[config.mk]
export PLATFORM = sky130hd
export DESIGN_NAME = spi_idle_resync_slave
export DESIGN_NICKNAME = d
export VERILOG_FILES = /design/src/rtl/spi_rs_pkg.sv /design/src/rtl/spi_rs_sync.sv /design/src/rtl/spi_rs_idle_timer.sv /design/src/rtl/spi_idle_resync_slave.sv
export SDC_FILE = /design/constraint.sdc
export NUM_CORES = 1
export LEC_CHECK = 0
export BUFFER_PORTS_ARGS = -buffer_cell sky130_fd_sc_hd__buf_2
export CORE_ASPECT_RATIO = 1.5
export CORE_MARGIN = 2
export CORE_UTILIZATION = 30
export DETAILED_ROUTE_END_ITERATION = 7
export GPL_ROUTABILITY_DRIVEN = 0
export PLACE_DENSITY = 0.5
export RECOVER_POWER = 25
export SYNTH_ARGS = -nofsm -noshare
export SYNTH_HDL_FRONTEND = slang
export SYNTH_SLANG_ARGS = --single-unit
[constraint.sdc]
create_clock -name clk -period 2 [get_ports clk]
set_input_delay 0.1 -clock clk [delete_from_list [all_inputs] [get_ports clk]]
set_output_delay 0.1 -clock clk [all_outputs]
set_load 0.05 [all_outputs]
[src/rtl/spi_rs_pkg.sv]
package spi_rs_pkg;
    typedef enum logic [1:0] {
        PS_DESEL    = 2'd0,
        PS_ARMED    = 2'd1,
        PS_SHIFTING = 2'd2
    } port_state_e;
endpackage

[src/rtl/spi_rs_sync.sv]
module spi_rs_sync #(
    parameter int          W       = 3,
    parameter logic [W-1:0] RST_VAL = '0
) (
    input  logic         clk,
    input  logic         rst_n,
    input  logic [W-1:0] async_in,
    output logic [W-1:0] sync_out
);
    for (genvar i = 0; i < W; i++) begin : g_bit
        logic [1:0] stage;
        always_ff @(posedge clk or negedge rst_n) begin
            if (!rst_n) stage <= {2{RST_VAL[i]}};
            else        stage <= {stage[0], async_in[i]};
        end
        assign sync_out[i] = stage[1];
    end
endmodule

[src/rtl/spi_rs_idle_timer.sv]
module spi_rs_idle_timer #(
    parameter int CNT_W = 18
) (
    input  logic clk,
    input  logic rst_n,
    input  logic sclk_lvl,
    output logic timeout
);
    logic [CNT_W-1:0] low_cnt;

    // Wrap of the low-level count marks one full idle interval.
    assign timeout = !sclk_lvl && (&low_cnt);

    always_ff @(posedge clk or negedge rst_n) begin
        if (!rst_n)        low_cnt <= '0;
        else if (sclk_lvl) low_cnt <= '0;
        else               low_cnt <= low_cnt + 1'b1;
    end
endmodule

[src/rtl/spi_idle_resync_slave.sv]
module spi_idle_resync_slave
    import spi_rs_pkg::*;
#(
    parameter int BYTE_W    = 8,
    parameter int TIMEOUT_W = 18
) (
    input  logic              clk,
    input  logic              rst_n,
    input  logic              sclk_pin,
    input  logic              cs_n_pin,
    input  logic              din_pin,
    output logic              dout,
    output logic              dout_oe,
    output logic              rx_valid,
    output logic [BYTE_W-1:0] rx_byte,
    input  logic              tx_load,
    input  logic [BYTE_W-1:0] tx_byte
);
    localparam int            BCW  = (BYTE_W > 1) ? $clog2(BYTE_W) : 1;
    localparam logic [BCW-1:0] LAST = BCW'(BYTE_W - 1);

    logic [2:0]        pins_sync;
    logic              s_sclk, s_cs_n, s_din, sclk_prev;
    logic              sclk_rise, sclk_fall, tmo, frame_clr;
    logic              take_bit, byte_done, at_boundary;
    logic [BCW-1:0]    bit_cnt;
    logic [BYTE_W-1:0] rx_sh, tx_sh;
    port_state_e       state, state_nxt;

    spi_rs_sync #(.W(3), .RST_VAL(3'b010)) u_sync (
        .clk      (clk),
        .rst_n    (rst_n),
        .async_in ({din_pin, cs_n_pin, sclk_pin}),
        .sync_out (pins_sync)
    );
    assign s_sclk = pins_sync[0];
    assign s_cs_n = pins_sync[1];
    assign s_din  = pins_sync[2];

    spi_rs_idle_timer #(.CNT_W(TIMEOUT_W)) u_timer (
        .clk      (clk),
        .rst_n    (rst_n),
        .sclk_lvl (s_sclk),
        .timeout  (tmo)
    );

    always_ff @(posedge clk or negedge rst_n) begin
        if (!rst_n) sclk_prev <= 1'b0;
        else        sclk_prev <= s_sclk;
    end

    assign sclk_rise   = s_sclk && !sclk_prev;
    assign sclk_fall   = !s_sclk && sclk_prev;
    assign frame_clr   = s_cs_n || tmo;
    assign at_boundary = (bit_cnt == '0);

    // State register
    always_ff @(posedge clk or negedge rst_n) begin
        if (!rst_n) state <= PS_DESEL;
        else        state <= state_nxt;
    end

    // Next-state logic
    always_comb begin
        state_nxt = state;
        unique case (state)
            PS_DESEL:    if (!s_cs_n) state_nxt = PS_ARMED;
            PS_ARMED: begin
                if (s_cs_n)         state_nxt = PS_DESEL;
                else if (sclk_rise) state_nxt = PS_SHIFTING;
            end
            PS_SHIFTING: begin
                if (s_cs_n)                              state_nxt = PS_DESEL;
                else if (tmo)                            state_nxt = PS_ARMED;
                else if (sclk_rise && bit_cnt == LAST)   state_nxt = PS_ARMED;
            end
            default:     state_nxt = PS_DESEL;
        endcase
    end

    // Output decode of the state machine
    always_comb begin
        take_bit  = (state != PS_DESEL) && !frame_clr && sclk_rise;
        byte_done = take_bit && (state == PS_SHIFTING) && (bit_cnt == LAST);
    end

    // Receive framing
    always_ff @(posedge clk or negedge rst_n) begin
        if (!rst_n) begin
            bit_cnt  <= '0;
            rx_sh    <= '0;
            rx_valid <= 1'b0;
            rx_byte  <= '0;
        end else begin
            rx_valid <= byte_done;
            if (byte_done) rx_byte <= {rx_sh[BYTE_W-2:0], s_din};
            if (frame_clr) begin
                bit_cnt <= '0;
                rx_sh   <= '0;
            end else if (take_bit) begin
                rx_sh   <= {rx_sh[BYTE_W-2:0], s_din};
                bit_cnt <= (bit_cnt == LAST) ? '0 : bit_cnt + 1'b1;
            end
        end
    end

    // Response shifter
    always_ff @(posedge clk or negedge rst_n) begin
        if (!rst_n) begin
            tx_sh <= '0;
            dout  <= 1'b0;
        end else if (frame_clr) begin
            tx_sh <= '0;
            dout  <= 1'b0;
        end else if (tx_load) begin
            tx_sh <= tx_byte;
        end else if (sclk_fall && state != PS_DESEL) begin
            dout  <= tx_sh[BYTE_W-1];
            tx_sh <= {tx_sh[BYTE_W-2:0], 1'b0};
        end
    end

    assign dout_oe = !s_cs_n;
endmodule

==> results of run 1 <==
worst max-delay path by stage:
stage / cells after the start / end / slack [ns]
2_1_floorplan: 7 / dout / 0.41
3_3_place_gp: 5 / tx_sh[3] / 0.30
3_5_place_dp: 5 / rx_byte[5] / 0.27
4_1_cts: 5 / rx_byte[5] / 0.25
5_1_grt: 5 / rx_byte[7] / 0.08
6_report: 5 / rx_byte[5] / 0.27
power groups by stage:
stage               Sequential, W  Combinational [W]  Clock (W)
finish                    0.00116           0.000132    0.00100
global route              0.00117           0.000151    0.00109
CTS                       0.00116           0.000137    0.00103
detailed placement        0.00118           0.000130          0
global placement          0.00118           0.000131          0
floorplan                 0.00118          0.0000694          0
registers in the layout, summed over array words and instances (netlist names):
register and cells:
bit_cnt 3, dout 1, rx_byte 8, rx_sh 7, rx_valid 1, sclk_prev 1
state 2, tx_sh 8, u_sync.g_bit.stage 6, u_timer.low_cnt 18
cell type report:
cell class,instances,share of cell area (%)
well taps,102,4.47
multi-input cells,147,32.8
inverters,6,0.788
flip-flops and latches,55,48.3
repair buffers,38,7.62
clock buffers,5,4.38
clock inverters,3,1.66
what timing repair did:
action / CTS / global route
gates resized for setup: 0 / 0
hold endpoints to repair: 56 / 0
hold buffers: 4 / 0
per-layer routing:
metal  GRT usage (%)  part of all wire [%]  up-vias
met2            19.7                    52       33
met1            13.9                    43      815
met3            1.75                   2.9        5
li1                -                     -      825
met5               0                     0        -
met4            6.06                   2.1        0
kinds of logic after synthesis:
| group | after synthesis |
|---|---|
| buffers and inverters | 15 |
| DFF | 55 |
| and+or+nand+nor | 81 |
| muxes | 16 |
| AOI/OAI and AO/OA | 38 |
| adders and majority gates | 3 |
| xor gates and xnor gates | 9 |
cells in the final DEF (no fill, tap or decap), types with 2 or more instances in the layout:
| master | Yosys | layout |
|---|---|---|
| mux2_2 | 8 | 8 |
| dlygate4sd3_1 | 0 | 4 |
| nand3b_1 | 2 | 2 |
| dfstp_2 | 2 | 2 |
| or3_2 | 2 | 2 |
| xor2_1 | 6 | 6 |
| inv_1 | 6 | 6 |
| mux2i_1 | 8 | 8 |
| and2_1 | 2 | 2 |
| or3_1 | 4 | 4 |
| nor2b_1 | 2 | 2 |
| nor3b_1 | 2 | 2 |
| nand4_1 | 4 | 4 |
| xnor2_1 | 3 | 3 |
| a21oi_1 | 20 | 20 |
| a211oi_1 | 7 | 7 |
| ha_1 | 3 | 3 |
| nor2_1 | 20 | 20 |
| nand2_1 | 24 | 24 |
| o21ai_0 | 7 | 7 |
| clkbuf_1 | 4 | 10 |
| clkbuf_16 | 0 | 5 |
| buf_4 | 2 | 8 |
| buf_2 | 2 | 15 |
| dfrtp_1 | 53 | 53 |
| nand3_1 | 8 | 8 |
worst reg2reg max path, cell delays in order (launching register included):
cell	delay, ns
dfrtp_1	0.46
and2b_1	0.25
and2_1	0.16
nor3b_1	0.18
buf_4	0.21
mux2_2	0.36
stage by stage:
step	hold slack (ns)	cells	instance area (um2)
after global placement	0.207	344	2660
final	0.0625	356	2860
after floorplan	-0.196	217	2380
after CTS	0.0673	356	2870
after global routing	0.0800	356	2860
after detailed placement	0.206	344	2660
==> run summary, run 1 <==
In this run the tightest slew margin relative to its limit is 9.57%. For the cell leakage power, the log shows 1.25 nW. In the routed design, unresolved DRC markers number 0. The critical path starts at u_sync.g_bit[0].stage[1]. Of the total synthesized cell area, the portion taken by full adders, half adders and majority gates is 1.58%.

TritonCTS built the clock tree. The overall die height is 113 um, and the area used by multi-input combinational logic is 937 um2. Critical path's slowest cell: dfrtp_1. The count of inserted antenna diode cells was 0; the register bit count reported by yosys was 55. The analysis attributes to net switching a power of 0.000504 W. The area taken by flip-flops and latches was 0.00138 mm2; the part of the total power dissipated in the clock network was 43.6%.

Sequential cells were found to cover 57.9% of the synthesized design area. After clock tree synthesis, the setup repair step added 0 buffers. The portion of total power attributed to combinational logic was 5.7%.

Startpoint of the worst hold path: tx_byte[0]. The quantity of I/O buffers inserted on ports is 24, and the maximum fanout count along the critical path is 9. The delay of the slowest cell on the worst path was 0.46 ns.

The library cell occupying the most area in the post-synthesis netlist was dfrtp_1. Type of the tightest min-delay check: in2reg. The run gives 0.274 ns as the least setup slack across all paths after layout. For hold timing, the worst endpoint is tx_sh[0]. The portion of the clock cycle consumed by the worst path in the final layout was 86.3%; the worst endpoint required time was 2.18 ns.

For this run the aggregate overflow at the end of global routing stands at 0. The logs give 56 for the pin count of the biggest net entering global routing and 31.1% for the effective utilization at floorplan. The critical path is of the reg2reg type. The iteration-0 DRC count of the detailed router is 92. Counting every net in the synthesized netlist gives 234. Critical path arrival: 1.91 ns. The count of nets after finishing was 270. The worst register-to-register path ends at rx_byte[5]. After synthesis, the largest family of logic cells by area is simple AND/OR/NAND/NOR gates. In this run, synthesis inferred 0 flip-flops with an integrated enable. The routed design could run at a clock period as short as 1.73 ns.

The tree is rooted in a clkbuf_16. The final sum of negative setup slack is 0 ns. The tools report the number of maximum-capacitance constraint violations as 0. The layout has 787 filler cells.

For this run, the number of Yosys warnings is 0. The total number of placement rows came out at 39. After legalization and detailed placement, the total HPWL measured 3.10 mm.

The worst setup path is launched from a register. Ranked by instance count, the synthesized netlist is headed by dfrtp_1 (53), nand2_1 (24), a21oi_1 (20), nor2_1 (20). For the number of instances in the synthesized netlist, the log shows 217. Of the total synthesized cell area, the portion taken by XOR and XNOR cells is 3.31%. The first detailed-routing pass ran for 4 iterations. Yosys mapped the design onto 40 distinct sky130hd cell types. Setup violations remaining at the end of the flow were counted as 0. The number of antenna violations at the first check in global routing was 0; the worst voltage drop across the vdd grid was 0.469 mV.

The total wire length after detailed routing is 4.57 mm, and the post-synthesis instance area is 0.00238 mm2. The count of nets left with antenna violations once routing finished came out at 0. The placeable core area came out at 0.00766 mm2. The number of hold violations in the final report is 0, and the share of the synthesized area in compound gates (AO/OA/AOI/OAI) is 9.24%. The number of buffers inserted during clock tree synthesis was 5; the post-synthesis share of cell area spent on and, or, nand and nor gates was 18.1%. The share of power burned in registers was 50.6%; the total die area was 0.00868 mm2. Yosys instantiated no cell more often than dfrtp_1.

The setup slack of the worst register-to-register path came out at 0.27 ns. Setup repair after global routing left no endpoint under its margin. The H-tree was split into 2 levels. In this run switching power makes up 22.0% of total power.

For this design, the sink count on the clock tree is 55. Measured on the finished design, the core utilization comes to 37.3%. Counting cells, the worst reg-to-reg path comes to 5. In the final routed layout, each cell accounts on average for 12.8 um. The overall power after layout is 0.00229 W, and the area growth from synthesis to layout is 19.9%.

The number of global-route vias before repair is 1715, and the slew of the pin with the lowest slew margin is 1.36 ns. For this run, the top clock speed supported by timing is 0.580 GHz. Source of the worst register-to-register timing path: u_sync.g_bit[0].stage[1]. The share of async-settable or async-resettable flops after synthesis was 100%.

The placement-stage worst setup slack was 0.273 ns; the mux share of post-synthesis cell area was 7.14%. The total power density per cell area came out at 803 mW/mm2. After synthesis, the largest area contributor takes up 55.7% of total cell area. After clock tree synthesis, the clock-pin slew on the worst setup and hold paths is 0.07 ns.

The worst hold path passes through 3 cells. Ranked by total cell area, the synthesized netlist is headed by dfrtp_1 (56%), a21oi_1 (4.2%), mux2_2 (3.8%). The number of buffers and inverters on the critical path was 1; the wire length of the first global-routing pass was 8.05 mm. On the critical path the largest part of the delay comes from simple AND/OR/NAND/NOR gates.

Mean post-synth cell area: 11.0 um2. The run finished with clean final reports. STA classifies the critical path endpoint as a register.

The internal power contribution came out at 0.00179 W. For this run, the total global-route usage over all layers was measured as 11.5%. In the routed layout, each cell is associated on average with a via count of 4.71. The die is 76.8 um wide.

Clock latency on the worst-skew pair, taken at its later pin, is 0.29 ns. Among all flip-flop cells after synthesis, the most frequent one is dfrtp_1. For this block, the via count after detailed routing is 1678. During I/O placement, the number of pins put on the boundary was 25. Of the cells placed in the final design, the portion with a size suffix greater than 1 is 19.7%.

The maximum number of buffers from clock root to sink is 2, and the number of pins with negative max-slew slack in the final report is 0. The worst clock skew came out at 0.00704 ns. The signal on the critical path passes through and2b_1, and2_1, nor3b_1, buf_4, mux2_2.
No activity file was read; power rests on OpenSTA's default activity.
==> inputs of run 2 (changes only) <==
--- a/config.mk
+++ b/config.mk
@@ -8,10 +8,10 @@
 export BUFFER_PORTS_ARGS = -buffer_cell sky130_fd_sc_hd__buf_2
 export CORE_ASPECT_RATIO = 1.5
 export CORE_MARGIN = 2
-export CORE_UTILIZATION = 30
+export CORE_UTILIZATION = 40
 export DETAILED_ROUTE_END_ITERATION = 7
 export GPL_ROUTABILITY_DRIVEN = 0
-export PLACE_DENSITY = 0.5
+export PLACE_DENSITY = 0.62
 export RECOVER_POWER = 25
 export SYNTH_ARGS = -nofsm -noshare
 export SYNTH_HDL_FRONTEND = slang
==> run summary, run 2 (synthesized netlist as in run 1, its figures left out) <==
Derived from the worst setup path, the maximum achievable clock frequency is 0.591 GHz. The run gives 0 as the setup fix buffers added after clock tree synthesis. The clock input transition at the sequential cells of the worst setup and hold paths came out at 0.09 ns. The run gives 0 as the number of gates given a new drive strength after cts.

The worst voltage drop across the vdd grid came out at 0.364 mV. The quantity of I/O buffers inserted on ports works out to 24. For the number of pins with negative max-slew slack in the final report, the log shows 0. In the layout the commonest cells are dfrtp_1 (53), nand2_1 (24), buf_2 (23), a21oi_1 (20), nor2_1 (20).

Of the cells placed in the final design, the portion with a size suffix greater than 1 is 22.4%. The largest registers in the layout are u_timer.low_cnt: 18 flops, rx_byte: 8 flops, tx_sh: 8 flops. The register with the most flip-flops in the layout has 18 of them. The number of buffers inserted during clock tree synthesis is 5. The logs give 1676 for the number of global-route vias before repair and 4 for the number of iterations in the first detailed-routing pass. For this run, design rule violations remaining after detail routing come to 0. Counting along the longest clock path gives a buffer depth of 2. Of the available clock period, the critical path in the final layout requires 84.5%. Commonest non-fill, non-tap cell in the layout: dfrtp_1. The clock reaches the later pin of the worst-skew pair after 0.30 ns.

For this design the ratio of total power to cell area is 763 mW/mm2. The type of the worst setup path was reg2reg. The wire length of the first global-routing pass is 7.45 mm, and the global router's overall resource usage is 14.7%. At the pin with the least slew margin, the transition time is 1.16 ns. The via count was 1646; the number of antenna violations at the first check in global routing was 0.

The routed design could run at a clock period as short as 1.69 ns. After routing the design area is 0.00280 mm2. In this run the horizontal extent of the chip is 67.0 um. The die covers 0.00660 mm2. The cell leakage power is 1.27 nW. The tools report the kind of end point of the critical path as a register. The run finished with clean final reports. The per-cell routed wire length works out to 13.0 um.

The total number of placement rows is 34. TritonCTS built the clock tree. The pin count of the biggest net entering global routing was 25. The run gives 25 as the count of pins on the block boundary. The core region is 0.00579 mm2. The number of H-tree branching levels was 2; the effective utilization at floorplan was 41.2%. Setup repair after global routing left no endpoint under its margin. The sum of net half-perimeters after detailed placement came out at 3.03 mm.

In this run the tightest slew margin relative to its limit is 22.4%. Summed over all layers, the routed wires come to 4.25 mm. From bottom edge to top edge, the die measures 98.5 um.

The register bank with the most flops is u_timer.low_cnt. In this run the worst path has a maximum fanout of 9. For the number of maximum-capacitance constraint violations, the log shows 0. CTS root buffer: clkbuf_8. The worst clock skew was 0.00929 ns; the worst endpoint required time was 2.19 ns. Timing analysis after detailed placement gives a worst setup slack of 0.309 ns. Global routing finished with a remaining overflow of 0.

The area growth from synthesis to layout came out at 17.7%. Setup violations remaining at the end of the flow were counted as 0. The tools report the category of the worst setup path launch point as a register. Ratio of routed vias to standard cells: 5.05. After the first detailed-routing iteration, the DRC count stood at 50. The count of nets after finishing came out at 270. The number of clock sinks seen by CTS is 55, and the count of fill cells added during filler insertion is 571. Once placement finished, the instance area stood at 0.00264 mm2. The remaining antenna violation count was 0; the final sum of negative setup slack was 0 ns. The tools report the count of inserted antenna diode cells as 0.

The type of the tightest min-delay check was in2reg. For this design, the CTS-stage hold fixing added 4 buffers. The logs give 0 for the number of hold violations in the final report and 0.309 ns for the least setup slack across all paths after layout.

For flop-to-flop paths, the worst setup slack is 0.31 ns. Data arrives at the worst endpoint at 1.88 ns.
==> run 2: changes by cell type in the layout (fill, tap and decap cells not counted), sizes merged <==
cell / delta
inv: -1
clkinv: -1
buf: +9
clkbuf: -8
bufinv: +1
==> run 2: path summary, 6_finish.rpt <==
check                                         start                       end  cells after the start
max                                      bit_cnt[0]                rx_byte[0]                      6
min                                      tx_byte[0]                  tx_sh[0]                      3
max reg2reg                              bit_cnt[0]                rx_byte[0]                      6
min reg2reg                u_sync.g_bit[2].stage[0]  u_sync.g_bit[2].stage[1]                      0
max in group asynchronous                     rst_n  u_sync.g_bit[1].stage[1]                      3
min in group asynchronous                     rst_n        u_timer.low_cnt[4]                      2
==> run 2: report_power, final <==
part | internal, W | switching, W
clock network | 0.000500 | 0.000346
logic | 0.0000538 | 0.0000799
registers | 0.00114 | 0.0000191
==> run 2: metrics by stage <==
stage | hold slack [ns] | utilization (%) | std cells | total power, W
after floorplan | -0.196 | - | 217 | 0.00125
after global placement | 0.0890 | 45.6 | 314 | 0.00131
after detailed placement | 0.0886 | 45.6 | 314 | 0.00131
after CTS | 0.0337 | 48.6 | 326 | 0.00217
after global routing | 0.0464 | 48.5 | 326 | 0.00223
final | 0.0370 | 48.5 | 326 | 0.00214
==> run 2: worst max-delay path, stage by stage (launching register included) <==
cell	delay, ns
dfrtp_1	0.38
ha_1	0.16
ha_1	0.17
and2_1	0.14
nor3b_1	0.18
buf_4	0.21
mux2_2	0.34
==> run 2: final cells by class <==
| type | count | area [um2] | share of cell area, % |
|---|---|---|---|
| Sequential cell | 55 | 1380 | 49.2 |
| Multi-Input combinational cell | 147 | 937 | 33.4 |
| Timing Repair Buffer | 38 | 243 | 8.66 |
| Tap cell | 72 | 90.1 | 3.21 |
| Clock buffer | 6 | 72.6 | 2.59 |
| Clock inverter | 2 | 60.1 | 2.14 |
| Inverter | 6 | 22.5 | 0.803 |
==> run 2: per-layer routing <==
metal  part of all wire, %  vias to the layer above  wire length (um)  track usage [%]
met5                     0                        -                 0                0
met4                   1.8                        0                76             5.18
met3                   2.6                        6               111             3.54
met2                    52                       24              2200             24.5
met1                    44                      793              1860             18.2
li1                      -                      823                 -                -
==> inputs of run 3 (changes only) <==
==> constraint.sdc (replaced) <==
create_clock -name clk -period 1.7 [get_ports clk]
set_input_delay 0.085 -clock clk [delete_from_list [all_inputs] [get_ports clk]]
set_output_delay 0.085 -clock clk [all_outputs]
set_load 0.05 [all_outputs]
==> run summary, run 3 (synthesized netlist as in run 1, its figures left out) <==
Walking the worst path, the cells encountered are ha_4, ha_4, and2_4, nor3b_4, buf_4, mux2_2. The achievable clock frequency was 0.614 GHz. On the critical path, the stage with the largest delay is an instance of dfrtp_1. The tool flagged a number of max-cap violations equal to 0. Row generation in the floorplan step produced 34 rows. Leaving out fill and tap cells, the most frequent cells in the layout are dfrtp_1 (53), nand2_1 (24), buf_2 (23), a21oi_1 (20), nor2_1 (20).

Across the routed clock network, the largest skew measured is 0.00919 ns. The proportion of layout cells with a drive suffix above 1 was 28.0%; the total die area was 0.00660 mm2. Measured along the x axis, the die boundary spans 67.0 um.

The tools report the final sum of negative setup slack as 0 ns. The type of the worst setup path was reg2reg. After detailed routing, the average wire length per cell comes to 13.5 um. TritonCTS built the clock tree. The wire length of the first global-routing pass came out at 7.91 mm. Maximum fanout count along the critical path: 3.

The number of hold violations in the final report is 0. The run gives 25 as the count of pins on the block boundary. The count of fill cells added during filler insertion came out at 562. The number of iterations in the first detailed-routing pass came out at 4. The run finished with clean final reports.

In this run the deepest clock path goes through 2 buffers. Cell leakage power: 1.31 nW. The overall die height is 98.5 um. The dominant cell type by count on the critical path is ha_4. The run gives -0.0748 ns as the placement-stage worst setup slack. The library cell used most frequently in the layout, excluding fill and tap cells, is dfrtp_1. The time the final worst path needs with I/O delays and setup was 1.63 ns. The effective utilization at floorplan was 41.2%; the critical path arrival was 1.82 ns. The global router's overall resource usage is 15.4%, and the worst voltage drop across the vdd grid is 0.532 mV. The placeable core area came out at 0.00579 mm2. The number of antenna violations at the first check in global routing is 0, and the number of remaining DRC errors is 0. The total overflow left after global routing is 0. Entering global routing, the biggest net connects 21 pins. Dividing the detail-routed via count by the number of cells gives 5.14. The number of clock sinks seen by CTS is 55.

For the final setup violation count, the log shows 0. The largest registers in the layout are u_timer.low_cnt: 18 flops, rx_byte: 8 flops, tx_sh: 8 flops. For the worst setup path, the data required time is 1.89 ns. Setup repair after global routing left no endpoint under its margin.

The tools report the CTS root buffer as clkbuf_8. For this block, the via count after detailed routing is 1726. The clock input transition at the sequential cells of the worst setup and hold paths is 0.09 ns. The number of pins with negative max-slew slack in the final report is 0. The tools report the kind of end point of the critical path as a register.

Category of the worst setup path launch point: a register. The worst path uses 95.7% of the clock period. The quantity of I/O buffers inserted on ports is 24.

At the end of the flow, the number of nets in the layout was 280. After the first detailed-routing iteration, the DRC count stood at 48. The total wire length after detailed routing was 4.55 mm; the number of H-tree branching levels was 2. Ranked by flip-flop count, first place goes to u_timer.low_cnt. In this design, the stage delay of the slowest critical-path cell is 0.41 ns.

The count of inserted antenna diode cells was 0; the least setup slack across all paths after layout was 0.0723 ns. After legalization and detailed placement, the total HPWL measured 3.33 mm. The number of flip-flops in the largest register came out at 18. The type of the tightest min-delay check is in2reg. Area growth from synthesis to layout: 21.3%.

The slew of the pin with the lowest slew margin was 1.02 ns; the relative max-transition margin was 32.0%. The remaining antenna violation count is 0, and the number of global-route vias before repair is 1806. The tools report the number of buffers inserted during clock tree synthesis as 5.

For this design the ratio of total power to cell area is 768 mW/mm2. The tools report the insertion delay of the later-clocked pin in the worst-skew pair as 0.30 ns.
run 3: cell types whose count changed in the layout (fill, tap and decap cells not counted), sizes merged:
cell,change
clkinv,+1
buf,+10
clkbuf,+1
bufinv,-2
run 3: what timing repair did:
| item | CTS | global route |
|---|---|---|
| endpoints found under the hold margin | 19 | 0 |
| resized for setup | 1 | 11 |
| pin swaps | 0 | 3 |
| setup buffers | 0 | 2 |
| setup endpoints to repair | 8 | 22 |
| hold buffers | 4 | 0 |
run 3: critical path, delay by kind of cell (launching register included):
family / cells / cell delay (ns)
flops: 1 / 0.41
fa+ha+maj: 2 / 0.27
mux: 1 / 0.33
simple gates: 2 / 0.35
buf+inv: 1 / 0.16
run 3: power breakdown:
group	internal [W]	switching [W]	total, W
Sequential	0.00134	0.0000247	0.00137
Combinational	0.0000692	0.0000969	0.000166
Clock	0.000290	0.000396	0.000686
Total	0.00170	0.000518	0.00222
run 3: worst paths after layout:
kind	start	to	slack, ns	cells past startpoint
hold reg to reg	u_sync.g_bit[2].stage[0]	u_sync.g_bit[2].stage[1]	0.35	0
max in group asynchronous	rst_n	u_timer.low_cnt[5]	0.32	3
min in group asynchronous	rst_n	u_sync.g_bit[0].stage[1]	0.47	2
setup reg to reg	bit_cnt[0]	rx_byte[2]	0.07	6
hold / removal	tx_byte[0]	tx_sh[0]	0.01	3
setup / recovery	bit_cnt[0]	rx_byte[2]	0.07	6
run 3: routing by layer:
metal,routed length (um),GRT usage [%],vias to the layer above
met1,1870,17.4,860
met2,2500,27.8,19
met4,81,5.65,0
met5,0,0,-
li1,-,-,842
met3,90,3.08,5
run 3: through the flow:
stage / total power, W / hold slack, ns / utilization [%] / cell area (um2) / instances
3_3_place_gp: 0.00155 / 0.0538 / 46.6 / 2700 / 322
3_5_place_dp: 0.00155 / 0.0501 / 46.6 / 2700 / 322
6_report: 0.00222 / 0.0128 / 49.9 / 2890 / 336
4_1_cts: 0.00224 / 0.0100 / 48.8 / 2820 / 334
5_1_grt: 0.00233 / 0.0148 / 49.9 / 2890 / 336
2_1_floorplan: 0.00147 / -0.211 / - / 2380 / 217
run 3: cell type report:
type / count / area, um2 / area share [%]
clock buffers: 7 / 76.3 / 2.64
clock inverters: 1 / 5.00 / 0.173
multi-input cells: 147 / 991 / 34.3
well taps: 72 / 90.1 / 3.12
repair buffers: 48 / 325 / 11.3
flip-flops and latches: 55 / 1380 / 47.7
inverters: 6 / 22.5 / 0.780
